===== src/rtl/udma_pkg.sv =====
package udma_pkg;

    localparam int TW = 8;
    localparam int TMAX = (1 << TW) - 1;

    typedef enum logic [2:0] {
        S_IDLE, S_REQ, S_ACK, S_DRIVE, S_WSTOP, S_END, S_CRC
    } state_e;

    typedef struct packed {
        logic [TW-1:0] cyc;
        logic [TW-1:0] cyc2;
        logic [TW-1:0] dvs;
        logic [TW-1:0] dvh;
        logic [TW-1:0] ss;
        logic [TW-1:0] ack;
    } tim_t;

    // tenths of a nanosecond to whole clock cycles, rounded up, at least one
    function automatic logic [TW-1:0] to_cycles(input int tenth_ns, input int clk_ps);
        int v;
        v = (tenth_ns * 100 + clk_ps - 1) / clk_ps;
        if (v < 1) v = 1;
        if (v > TMAX) v = TMAX;
        return v[TW-1:0];
    endfunction

    function automatic tim_t mode_timing(input logic [2:0] mode, input int clk_ps);
        tim_t t;
        int c, c2, vs, vh;
        case (mode)
            3'd0:    begin c = 1120; c2 = 2300; vs = 700; vh = 62; end
            3'd1:    begin c = 730;  c2 = 1530; vs = 480; vh = 62; end
            3'd2:    begin c = 540;  c2 = 1150; vs = 310; vh = 62; end
            3'd3:    begin c = 390;  c2 = 860;  vs = 200; vh = 62; end
            3'd4:    begin c = 250;  c2 = 570;  vs = 67;  vh = 62; end
            default: begin c = 168;  c2 = 380;  vs = 48;  vh = 48; end
        endcase
        t.cyc  = to_cycles(c, clk_ps);
        t.cyc2 = to_cycles(c2, clk_ps);
        t.dvs  = to_cycles(vs, clk_ps);
        t.dvh  = to_cycles(vh, clk_ps);
        t.ss   = to_cycles(500, clk_ps);
        t.ack  = to_cycles(200, clk_ps);
        return t;
    endfunction

    function automatic logic [15:0] crc_step(input logic [15:0] crc, input logic [15:0] w);
        logic [15:0] r;
        r = crc;
        for (int i = 15; i >= 0; i--) begin
            if (r[15] ^ w[i]) r = {r[14:0], 1'b0} ^ 16'h1021;
            else              r = {r[14:0], 1'b0};
        end
        return r;
    endfunction

endpackage


===== src/rtl/udma_mode_timing.sv =====
module udma_mode_timing
    import udma_pkg::*;
#(
    parameter int CLK_PS = 20000
) (
    input  logic [2:0] mode_i,
    output tim_t       tim_o
);
    always_comb begin
        tim_o = mode_timing(mode_i, CLK_PS);
    end
endmodule


===== src/rtl/udma_sat_counter.sv =====
module udma_sat_counter #(
    parameter int W = 8
) (
    input  logic         clk,
    input  logic         rst_n,
    input  logic         clr_i,
    input  logic         fill_i,
    output logic [W-1:0] cnt_o
);
    localparam logic [W-1:0] CMAX = '1;

    logic [W-1:0] cnt_d, cnt_q;

    always_comb begin
        if (clr_i)             cnt_d = '0;
        else if (fill_i)       cnt_d = CMAX;
        else if (cnt_q != CMAX) cnt_d = cnt_q + 1'b1;
        else                   cnt_d = cnt_q;
    end

    always_ff @(posedge clk or negedge rst_n) begin
        if (!rst_n) cnt_q <= CMAX;
        else        cnt_q <= cnt_d;
    end

    assign cnt_o = cnt_q;
endmodule


===== src/rtl/udma_crc16.sv =====
module udma_crc16
    import udma_pkg::*;
#(
    parameter logic [15:0] SEED = 16'h4ABA
) (
    input  logic        clk,
    input  logic        rst_n,
    input  logic        init_i,
    input  logic        upd_i,
    input  logic [15:0] word_i,
    output logic [15:0] crc_o
);
    logic [15:0] crc_d, crc_q;

    always_comb begin
        if (init_i)     crc_d = SEED;
        else if (upd_i) crc_d = crc_step(crc_q, word_i);
        else            crc_d = crc_q;
    end

    always_ff @(posedge clk or negedge rst_n) begin
        if (!rst_n) crc_q <= SEED;
        else        crc_q <= crc_d;
    end

    assign crc_o = crc_q;
endmodule


===== src/rtl/udma_din_sender.sv =====
module udma_din_sender
    import udma_pkg::*;
#(
    parameter int          CLK_PS   = 20000,
    parameter int          DW       = 16,
    parameter logic [15:0] CRC_SEED = 16'h4ABA
) (
    input  logic          clk,
    input  logic          rst_n,
    input  logic [2:0]    mode_i,
    input  logic          word_valid_i,
    input  logic [DW-1:0] word_i,
    output logic          word_take_o,
    output logic          req_o,
    input  logic          ack_n_i,
    input  logic          stop_i,
    input  logic          host_rdy_n_i,
    output logic          strobe_o,
    output logic [DW-1:0] data_o,
    output logic          data_oe_o
);
    localparam int MODE_TOP = 5;

    typedef struct packed {
        state_e        st;
        logic          req;
        logic          strobe;
        logic          oe;
        logic          pending;
        logic [DW-1:0] dd;
        tim_t          tim;
        logic [TW-1:0] prev_gap;
    } regs_t;

    regs_t r_d, r_q;

    logic [2:0]    mode_eff;
    tim_t          tim_tab;
    logic [TW-1:0] since_edge, data_age;
    logic          se_clr, se_fill, age_clr;
    logic          crc_init, crc_upd;
    logic [15:0]   crc_val;
    logic          take;

    assign mode_eff = (int'(mode_i) > MODE_TOP) ? 3'(MODE_TOP) : mode_i;

    udma_mode_timing #(.CLK_PS(CLK_PS)) i_timing (
        .mode_i (mode_eff),
        .tim_o  (tim_tab)
    );

    udma_sat_counter #(.W(TW)) i_edge_cnt (
        .clk    (clk),
        .rst_n  (rst_n),
        .clr_i  (se_clr),
        .fill_i (se_fill),
        .cnt_o  (since_edge)
    );

    udma_sat_counter #(.W(TW)) i_age_cnt (
        .clk    (clk),
        .rst_n  (rst_n),
        .clr_i  (age_clr),
        .fill_i (1'b0),
        .cnt_o  (data_age)
    );

    udma_crc16 #(.SEED(CRC_SEED)) i_crc (
        .clk    (clk),
        .rst_n  (rst_n),
        .init_i (crc_init),
        .upd_i  (crc_upd),
        .word_i (r_q.dd),
        .crc_o  (crc_val)
    );

    always_comb begin
        int se1, age1, pair;
        r_d      = r_q;
        se_clr   = 1'b0;
        se_fill  = 1'b0;
        age_clr  = 1'b0;
        crc_init = 1'b0;
        crc_upd  = 1'b0;
        take     = 1'b0;
        se1      = int'(since_edge) + 1;
        age1     = int'(data_age) + 1;
        pair     = int'(r_q.prev_gap) + se1;

        case (r_q.st)
            S_IDLE: begin
                r_d.strobe = 1'b1;
                r_d.oe     = 1'b0;
                r_d.req    = 1'b0;
                if (word_valid_i) begin
                    r_d.req = 1'b1;
                    r_d.tim = tim_tab;
                    r_d.st  = S_REQ;
                end
            end
            S_REQ: begin
                if (!ack_n_i) begin
                    se_clr = 1'b1;
                    r_d.st = S_ACK;
                end
            end
            S_ACK: begin
                if (se1 >= int'(r_q.tim.ack)) begin
                    r_d.oe       = 1'b1;
                    r_d.pending  = 1'b0;
                    r_d.prev_gap = '1;
                    se_fill      = 1'b1;
                    crc_init     = 1'b1;
                    r_d.st       = S_DRIVE;
                end
            end
            S_DRIVE: begin
                if (stop_i) begin
                    r_d.req = 1'b0;
                    r_d.st  = S_END;
                end else if (r_q.pending) begin
                    if (!host_rdy_n_i && age1 >= int'(r_q.tim.dvs) &&
                        se1 >= int'(r_q.tim.cyc) && pair >= int'(r_q.tim.cyc2)) begin
                        r_d.strobe   = ~r_q.strobe;
                        r_d.pending  = 1'b0;
                        r_d.prev_gap = (se1 > TMAX) ? TW'(TMAX) : TW'(se1);
                        crc_upd      = 1'b1;
                        se_clr       = 1'b1;
                    end
                end else if (se1 >= int'(r_q.tim.dvh)) begin
                    if (word_valid_i) begin
                        take        = 1'b1;
                        r_d.dd      = word_i;
                        r_d.pending = 1'b1;
                        age_clr     = 1'b1;
                    end else if (se1 >= int'(r_q.tim.ss)) begin
                        r_d.req = 1'b0;
                        r_d.st  = S_WSTOP;
                    end
                end
            end
            S_WSTOP: begin
                if (stop_i) r_d.st = S_END;
            end
            S_END: begin
                if (se1 >= int'(r_q.tim.cyc)) begin
                    r_d.strobe = 1'b1;
                    r_d.dd     = crc_val;
                    r_d.st     = S_CRC;
                end
            end
            S_CRC: begin
                if (ack_n_i) begin
                    r_d.oe = 1'b0;
                    r_d.st = S_IDLE;
                end
            end
            default: r_d.st = S_IDLE;
        endcase
    end

    always_ff @(posedge clk or negedge rst_n) begin
        if (!rst_n) begin
            r_q.st       <= S_IDLE;
            r_q.req      <= 1'b0;
            r_q.strobe   <= 1'b1;
            r_q.oe       <= 1'b0;
            r_q.pending  <= 1'b0;
            r_q.dd       <= '0;
            r_q.tim      <= '0;
            r_q.prev_gap <= '1;
        end else begin
            r_q <= r_d;
        end
    end

    assign word_take_o = take;
    assign req_o       = r_q.req;
    assign strobe_o    = r_q.strobe;
    assign data_o      = r_q.dd;
    assign data_oe_o   = r_q.oe;

    // strobe rests high whenever the bus is released
    p_strobe_rest_r1: assert property (@(posedge clk) disable iff (!rst_n)
        !data_oe_o |-> strobe_o);

    // a word is taken only when offered and no word awaits its strobe
    p_take_empty_r3: assert property (@(posedge clk) disable iff (!rst_n)
        word_take_o |-> (word_valid_i && !r_q.pending));

    // host not ready during transfer freezes the strobe at the next edge
    p_pause_hold_r6: assert property (@(posedge clk) disable iff (!rst_n)
        (r_q.st == S_DRIVE && host_rdy_n_i) |=> $stable(strobe_o));

    // host stop drops the request and strobes nothing more at once
    p_host_stop_r7: assert property (@(posedge clk) disable iff (!rst_n)
        (r_q.st == S_DRIVE && stop_i) |=> (!req_o && $stable(strobe_o)));

    // CRC word stays on the bus while acknowledged
    p_crc_hold_r9: assert property (@(posedge clk) disable iff (!rst_n)
        (r_q.st == S_CRC && !ack_n_i) |=> ($stable(data_o) && data_oe_o));

    // no strobe transition closer than the latched cycle limit
    p_edge_gap_r4: assert property (@(posedge clk) disable iff (!rst_n)
        (r_q.st == S_DRIVE && r_d.strobe != r_q.strobe) |-> (int'(since_edge) + 1 >= int'(r_q.tim.cyc)));
endmodule


===== config.mk =====
export PLATFORM = sky130hd
export DESIGN_NAME = udma_din_sender
export DESIGN_NICKNAME = d
export VERILOG_FILES = /design/src/rtl/udma_pkg.sv /design/src/rtl/udma_mode_timing.sv /design/src/rtl/udma_sat_counter.sv /design/src/rtl/udma_crc16.sv /design/src/rtl/udma_din_sender.sv
export SDC_FILE = /design/constraint.sdc
export NUM_CORES = 1
export LEC_CHECK = 0
export BUFFER_PORTS_ARGS = -buffer_cell sky130_fd_sc_hd__buf_2
export CORE_MARGIN = 1
export CORE_UTILIZATION = 55
export CTS_BUF_LIST = sky130_fd_sc_hd__clkbuf_8
export DETAILED_ROUTE_END_ITERATION = 6
export MAX_ROUTING_LAYER = met4
export PLACE_DENSITY = 0.73
export SLEW_MARGIN = 20
export SYNTH_ARGS = -nofsm -noshare
export SYNTH_HDL_FRONTEND = slang
export SYNTH_SLANG_ARGS = --single-unit

===== constraint.sdc =====
create_clock -name clk -period 5.4 [get_ports clk]
set_input_delay 0.54 -clock clk [delete_from_list [all_inputs] [get_ports clk]]
set_output_delay 0.54 -clock clk [all_outputs]
set_load 0.005 [all_outputs]

### After elaboration in Yosys (flattened, before gate mapping)

Index checks and enable logic that the tools add are counted.

* bits in registers: 97
* output and inout port bits: 20
* word-level logic and storage cells: 252

* $add $sub $neg: 13
* multipliers: 4
* div/mod/pow operators: 4
* order comparisons: 16
* equal/unequal tests: 28
* muxes and demuxes: 115
* bitwise logic cells: 33
* reduce and logical (&&, ||, !) cells: 23

Operators with widths (count)
* $mux 16: 34
* $mux 13: 16
* $add 32x16->32 const B: 4
* $div 32x16->32 const B: 4
* $gt 32x9->1 const B: 4
* $lt 32x2->1 const B: 4
* $mux 32: 4
* $sub 32x2->32 const B: 4
* $mux 8: 14
* $pmux 12 s5: 1
* $pmux 11 s5: 1
* $mux 17: 3
* $pmux 10 s5: 1
* $not 3->3: 16
* $pmux 16 s2: 1
* $mux 4: 7
* $ge 9x8->1: 3
* $ne 2x2->1 const B: 12
* $pmux 3 s7: 1
* $mux 1: 19
* $add 8x1->9 const B: 2
* $mux 3: 6
* $mul 12x5->17 const B: 1
* $add 8x1->8 const B: 2
* other kinds (31): 72

### Logic depth before layout (Yosys ltp)

Gate-level depths: netlist of the first run.

* depth in word-level cells: 71
* mapped depth: 33

### By module

Synthesis of the first run repeated with hierarchy kept, for this count alone.

* cell total of the unflattened synthesis: 1503
* area, all modules: 12416.9 um^2

By module, submodules not included
* udma_din_sender: instances 1, cells each 597, area each 5287.6 um^2, seq. area each 1988.2 um^2
* udma_mode_timing: instances 1, cells each 699, area each 5022.3 um^2, seq. area each 0.0 um^2
* udma_crc16: instances 1, cells each 113, area each 1201.2 um^2, seq. area each 410.4 um^2
* udma_sat_counter (i_edge_cnt): instances 1, cells each 47, area each 454.2 um^2, seq. area each 210.2 um^2
* udma_sat_counter (i_age_cnt): instances 1, cells each 47, area each 451.7 um^2, seq. area each 210.2 um^2

### Worst setup path before layout of the first run

OpenSTA, ideal clock, no wires.

* kind: input to register
* from: input port mode_i[1]
* to: register r_q[40] in the netlist's numbering
* setup time: 126 ps
* arrival: 6174 ps
* path slack: -900 ps
* cell stages on the path: 29
* path buffers: 2
* cell sequence: buf_4 > inv_2 > nand2_1 > inv_1 > clkbuf_1 > ha_1 > ha_1 > ha_1 > a21o_1 > ha_1 > nand2b_1 > a21oi_1 > xor2_1 > nand2_1 > a21oi_2 > a21oi_2 > o211a_2 > or4_1 > xnor2_2 > nand2_1 > ha_1 > nand2_1 > a41oi_1 > nand3_1 > nand2_1 > nand4_1 > o211a_1 > or3_1 > o32a_1

* longest elaborated chain between the ends: 12
* elaborated cells on any way between the ends: 16

RTL lines
* start: declaration: line udma_din_sender.sv:10 `input logic [2:0] mode_i,`
* $gt 3x3->1: line udma_din_sender.sv:45 `assign mode_eff = (int'(mode_i) > MODE_TOP) ? 3'(MODE_TOP) : mode_i;`
* $mux 3 *: line udma_din_sender.sv:45
* $eq 3x3->1, or another cell as far along: line udma_pkg.sv:31 `case (mode)`
* $pmux 12 s5 *: line udma_pkg.sv:31
* $mul 12x5->17 *: line udma_pkg.sv:22 `v = (tenth_ns * 100 + clk_ps - 1) / clk_ps;`
* $add 32x16->32 *: line udma_pkg.sv:22
* $sub 32x2->32 *: line udma_pkg.sv:22
* $div 32x16->32 *: line udma_pkg.sv:22
* $lt 32x2->1: line udma_pkg.sv:23 `if (v < 1) v = 1;`
* $mux 32 *: line udma_pkg.sv:23
* $gt 32x9->1: line udma_pkg.sv:24 `if (v > TMAX) v = TMAX;`
* $mux 8 *: line udma_pkg.sv:24
* end signal: assignment: line udma_din_sender.sv:173 `r_q <= r_d;`
* end: declaration: line udma_din_sender.sv:35 `regs_t r_d, r_q;`

Every way passes the cells marked *; elsewhere a longest branch is shown, timed or not.
A chain may end at the register's enable or synchronous reset.

### Final worst setup path of the first run

* from: input port mode_i[0]
* to: register r_q[40] in the netlist's numbering

Same word-level chain as after synthesis.

==> results.json, run 1 <==
{
  "die_w_um": 123,
  "initial_core_util": 0.575,
  "regToRegEndpoint": "r_q[7]",
  "max_slew.worst_pin.slew_ns": 0.980,
  "worstSetupPathType": "in -> reg",
  "yosysMostFrequentCell": "ha_1",
  "cts.path.max_buffers": 2,
  "crit_start": "mode_i[0]",
  "fin_cells": 1300,
  "slowest_stage": "a2111o_1",
  "cts_tree": "yes",
  "post-place-ws_ns": -0.539,
  "wirelength_um": 22000,
  "path_clk_slew_ns": 0.08,
  "slew_violations": 0,
  "htreeDepth": 3,
  "grt_antenna_before_repair": 0,
  "cts_root_buf": "clkbuf_8",
  "core_um2": 14100,
  "syn_to_final_growth_pct": 25.3,
  "routedWlPerCell_um": 16.9,
  "synth-seq-area-share": 0.246,
  "crit_fanout": 6,
  "hold_violations": 0,
  "worstSetupStartpointType": "input port",
  "avgSynthCellArea_um2": 8.44,
  "dr_total_vias": 7440,
  "cp_data_required_time_ns": 5.65,
  "fin_crit_ns": 5.48,
  "finClkSkew_ns": 0.00679,
  "status": "finished with violations",
  "ff2ff_path_depth": 17,
  "grt-ovfl-total": 0,
  "drc": 0,
  "seqCellArea_um2": 1990,
  "die_h_um": 123,
  "arrival_ns": 5.73,
  "grt_pass1_wl_um": 35100,
  "grt_pass1_vias": 7071,
  "placement.io_buffers": 44,
  "synth.distinct_cells": 93,
  "drtAntennaViolNets": 0,
  "ys_top_cells_by_area": "ha_1 (17%), dfrtp_1 (14%), dfstp_2 (11%), xnor2_1 (6.4%), nand2_1 (4.4%)",
  "first_pass_iters": 5,
  "die_area_um2": 15200,
  "layout_setup_ws_ns": -0.0753,
  "critPathCaptureType": "flop",
  "multi_input_area_um2": 6000,
  "antenna_cells": 0,
  "synth_edf_count": 0,
  "max_slew_margin": 0.346,
  "synth_top_area_cell": "ha_1",
  "synth_ff_type": "dfrtp_1",
  "irDropWorstVdd_uv": 381,
  "synth_nets": 1101,
  "synth_top_area_share": 0.168,
  "yosys_warnings": 0,
  "clock_latency_ns": 0.36,
  "cap_violations": 0,
  "dp.cells": 1264,
  "cts.sinks": 78,
  "first_iter_violations": 492,
  "rsz0062_at_grt": "true",
  "syn-cell-area_um2": 8100,
  "drive_above_1_share": 0.311,
  "max_stage_delay_ns": 0.42,
  "async_reset_ff_frac": 1.00,
  "num_rows": 43,
  "via_per_inst": 5.72,
  "fin_nets": 1256,
  "r2r_slack_ns": 0.69,
  "grt_use_total": 0.304,
  "top_level_ports": 45,
  "setup_viol": 1,
  "ys_ff_latch": 78,
  "fillers": 1095,
  "power_density_nw_per_um2": 502,
  "routabilityCongestion": 0.974,
  "dp.final_hpwl_um": 16400,
  "cts_buffers": 9,
  "grt_max_degree": 79,
  "failed_checks": "negative setup slack",
  "yosys-top-cells-count": "ha_1 (109), nand2_1 (96), nor2_1 (74)",
  "crit_path_frequent_cell": "ha_4",
  "leakagePower_nw": 4.78,
  "syn_inst": 960,
  "r2r-start": "i_edge_cnt.cnt_o[0]",
  "postCtsHoldBufs": 0,
  "min_period_over_period": 1.01,
  "fmax_ghz": 0.183,
  "hp-class": "in -> async"
}
## per-stage QoR
stage / area [um^2] / setup TNS (ns) / power [mW] / utilization / hold WS [ns]
global placement: 9470 / -0.495 / 4.35 / 0.672 / 0.466
detailed placement: 9470 / -0.675 / 4.43 / 0.672 / 0.471
finish: 10100 / -0.0753 / 5.09 / 0.720 / 0.315
CTS: 9850 / 0 / 5.02 / 0.699 / 0.356
floorplan: 8360 / -0.388 / 3.58 / - / 0.244
global route: 10100 / -0.288 / 5.57 / 0.720 / 0.404
## worst max-delay path: cells and delay by family
kind,cells,cell delay [ns]
buffers and inverters,5,0.47
AO/OA/AOI/OAI,9,2.26
adder cells (fa/ha/maj),4,0.98
AND/OR/NAND/NOR,9,1.24
XOR/XNOR,1,0.23
## report_power, final
part           internal, mW  switching [mW]  leakage (nW)
sequential            0.886           0.221         0.927
combinational          1.64            1.90          3.75
clock                 0.224           0.220         0.102
total                  2.75            2.34          4.78
## metal layers
metal | vias to the layer above | wire, um | global-route usage
met5 | - | 0 | -
met4 | 0 | 322 | 0.0806
met3 | 30 | 986 | 0.0378
met2 | 180 | 10100 | 0.455
met1 | 3581 | 10700 | 0.432
li1 | 3649 | - | -
## placed cells by master (no fill, tap or decap), drive strengths merged, types with 9 or more instances in the layout
cell and count:
nor3 9, ha 109, buf 196, nand2 101
dfrtp 45, clkbuf 10, a22oi 17, xor2 39
xnor2 61, dfstp 33, inv 78, nand3 26
nor2 76, nand2b 16, a211oi 13, a31oi 16
o21ai 63, a21o 10, a21oi 51
## cell families after synthesis
family | count (synthesis) | synth area share
muxes | 7 | 0.0108
and+or+nand+nor | 285 | 0.167
adders and majority gates | 116 | 0.186
AOI/OAI and AO/OA | 242 | 0.204
buffers and inverters | 131 | 0.0738
DFF | 78 | 0.246
other | 1 | 0.000463
xor gates and xnor gates | 100 | 0.112
## worst max-delay path by stage
stage                          to  slack, ns  cells after the start
final                     r_q[40]      -0.08                     28
after global placement    r_q[40]      -0.42                     30
after global routing      r_q[40]      -0.28                     31
after CTS                 r_q[40]     0.0004                     30
after floorplan           r_q[40]      -0.39                     32
after detailed placement  r_q[40]      -0.54                     25
## final cells by class
cell class,count,area share
clock buffer,10,0.0136
clock inverter,6,0.00604
inverter,79,0.0309
multi-input combinational,751,0.592
sequential,78,0.196
tap,180,0.0222
timing repair buffer,196,0.139
## sequential cells by signal, indices dropped and copies added (netlist names)
name / count
data_o: 16
data_oe_o: 1
i_age_cnt.cnt_o: 8
i_crc.crc_o: 16
i_edge_cnt.cnt_o: 8
r_q: 27
req_o: 1
strobe_o: 1
## timing repair
action	4_1_cts	5_1_grt
resized for setup	26	39
gates cloned	0	0
buffers inserted	6	14
setup endpoints to repair	1	2
pin swaps	13	45
Power figures use the tool's default switching activity.
==> run 2: changes to the inputs <==
CORE_MARGIN = 5   (was 1)
CORE_UTILIZATION = 50   (was 55)
PLACE_DENSITY = 0.67   (was 0.73)
==> run 2 against run 1 <==
  * Worst hold slack got worse by 0.0020 ns
  * Clock-buffer cell count unchanged
  * Critical endpoint unchanged
  * Clock power is 9.5% lower
  * The flow still finishes with violations (negative setup slack)
  * Combinational power decreased by 3%
  * Critical path type unchanged
==> results.json, run 2 (synthesis results as in run 1) <==
{
  "cap_violations": 0,
  "slowest_stage": "a2111o_1",
  "status": "finished with violations",
  "finClkSkew_ns": 0.0146,
  "cts_buffers": 9,
  "routedWlPerCell_um": 16.1,
  "grt_pass1_vias": 7115,
  "slew_violations": 0,
  "grt_pass1_wl_um": 35200,
  "syn_to_final_growth_pct": 25.1,
  "num_rows": 46,
  "arrival_ns": 5.69,
  "drive_above_1_share": 0.311,
  "via_per_inst": 5.46,
  "postCtsHoldBufs": 0,
  "drc": 0,
  "top_level_ports": 45,
  "grt_use_total": 0.241,
  "die_w_um": 137,
  "fin_crit_ns": 5.44,
  "min_period_over_period": 1.01,
  "max_slew.worst_pin.slew_ns": 0.992,
  "wirelength_um": 21600,
  "max_slew_margin": 0.339,
  "fin_util": 0.638,
  "routabilityCongestion": 0.889,
  "worstSetupStartpointType": "input port",
  "hp-class": "in -> async",
  "placement.io_buffers": 44,
  "layout_setup_ws_ns": -0.0395,
  "failed_checks": "negative setup slack",
  "dp.final_hpwl_um": 16700,
  "power_density_nw_per_um2": 489,
  "cts_root_buf": "clkbuf_8",
  "fillers": 1405,
  "drtAntennaViolNets": 0,
  "core_um2": 15900,
  "regMostFlops": "r_q",
  "clock_latency_ns": 0.37,
  "die_h_um": 137,
  "leakagePower_nw": 4.78,
  "cts.path.max_buffers": 2,
  "hold_violations": 0,
  "largest_reg_flops": 27,
  "crit_path_frequent_cell": "ha_4",
  "first_pass_iters": 5,
  "worstSetupPathType": "in -> reg",
  "htreeDepth": 3,
  "crit_fanout": 7,
  "post-place-ws_ns": -0.555,
  "final_common_cell": "buf_4",
  "cts.sinks": 78,
  "first_iter_violations": 393,
  "final.setup.tns_ns": -0.0395,
  "rsz0062_at_grt": "true",
  "holdWs_ns": 0.313,
  "die_area_um2": 18800,
  "grt_max_degree": 79,
  "fin_nets": 1261,
  "dr_total_vias": 7323,
  "grt_antenna_before_repair": 0,
  "fmax_ghz": 0.184,
  "crit_buf_inv": 6,
  "setup_viol": 1,
  "critPathCaptureType": "flop",
  "initial_core_util": 0.510,
  "irDropWorstVdd_uv": 317,
  "antenna_cells": 0,
  "ff2ff_path_depth": 17,
  "cts_tree": "yes",
  "path_depth": 31,
  "total_power_mw": 4.96,
  "max_stage_delay_ns": 0.45,
  "cp_data_required_time_ns": 5.65,
  "grt-ovfl-total": 0,
  "path_clk_slew_ns": 0.08,
  "crit_family": "compound AO/OA/AOI/OAI gates",
  "layout_common_cells": "buf_4 (155), ha_1 (96), nand2_1 (91)"
}
==> run 2: changes by cell type in the layout (fill, tap and decap cells not counted), moves of 2 or more <==
cell	previous run	this run
and2_1	6	8
nor2_2	3	5
nand2_2	6	8
nor2_1	67	64
and2_4	2	0
nand3_1	23	26
nand3_2	2	0
buf_4	147	155
buf_6	8	4
nand2_1	93	91
==> run 2: stage by stage <==
stage	cells	instance area, um^2
6_report	1341	10100
5_1_grt	1341	10100
4_1_cts	1337	10100
3_5_place_dp	1303	9550
3_3_place_gp	1303	9550
2_1_floorplan	960	8360
==> run 2: final timing paths <==
check / start / to / slack (ns)
max in group asynchronous: rst_n / r_q[24] / 4.41
worst max-delay path: mode_i[1] / r_q[40] / -0.04
worst max register to register: i_edge_cnt.cnt_o[0] / r_q[7] / 0.69
worst min-delay path: rst_n / data_o[3] / 0.31
min in group clk: word_i[4] / data_o[4] / 0.46
worst min register to register: r_q[34] / r_q[34] / 0.48
==> run 2: worst reg2reg max path, cell delays in order, from the launching register on <==
cell and delay (ns):
dfstp_2 0.61, inv_1 0.12, ha_1 0.40, inv_1 0.12, ha_1 0.29, a21o_1 0.19
a21oi_1 0.23, nor2b_1 0.08, o21a_1 0.18, nor2_1 0.12, xnor2_1 0.08, ha_1 0.17
or4_1 0.52, a2111oi_0 0.30, a31oi_1 0.22, and3_1 0.24, nand2b_1 0.40, a41oi_1 0.35
==> run 2: power by group <==
part           switching (mW)  internal, mW
sequential              0.222         0.886
clock                   0.224         0.178
combinational            1.82          1.62
==> run 2: metal layers <==
layer	up-vias	GRT usage	routed length [um]
li1	3659	-	-
met1	3475	0.336	10700
met2	166	0.372	9670
met3	23	0.0431	1020
met4	0	0.0427	265
met5	-	-	0
==> run 2: final cells by class <==
class                           count  area (um^2)  share of cell area
Clock buffer                       10          138              0.0136
Multi-Input combinational cell    751         5930               0.586
Tap cell                          216          270              0.0267
Clock inverter                      6         36.3             0.00358
Timing Repair Buffer              201         1440               0.143
Sequential cell                    78         1990               0.197
Inverter                           79          314              0.0310
==> run 2: repair_timing <==
action	in CTS	in global routing
setup endpoints to repair	1	2
resized for setup	38	13
buffers inserted	18	4
pin swaps	24	21
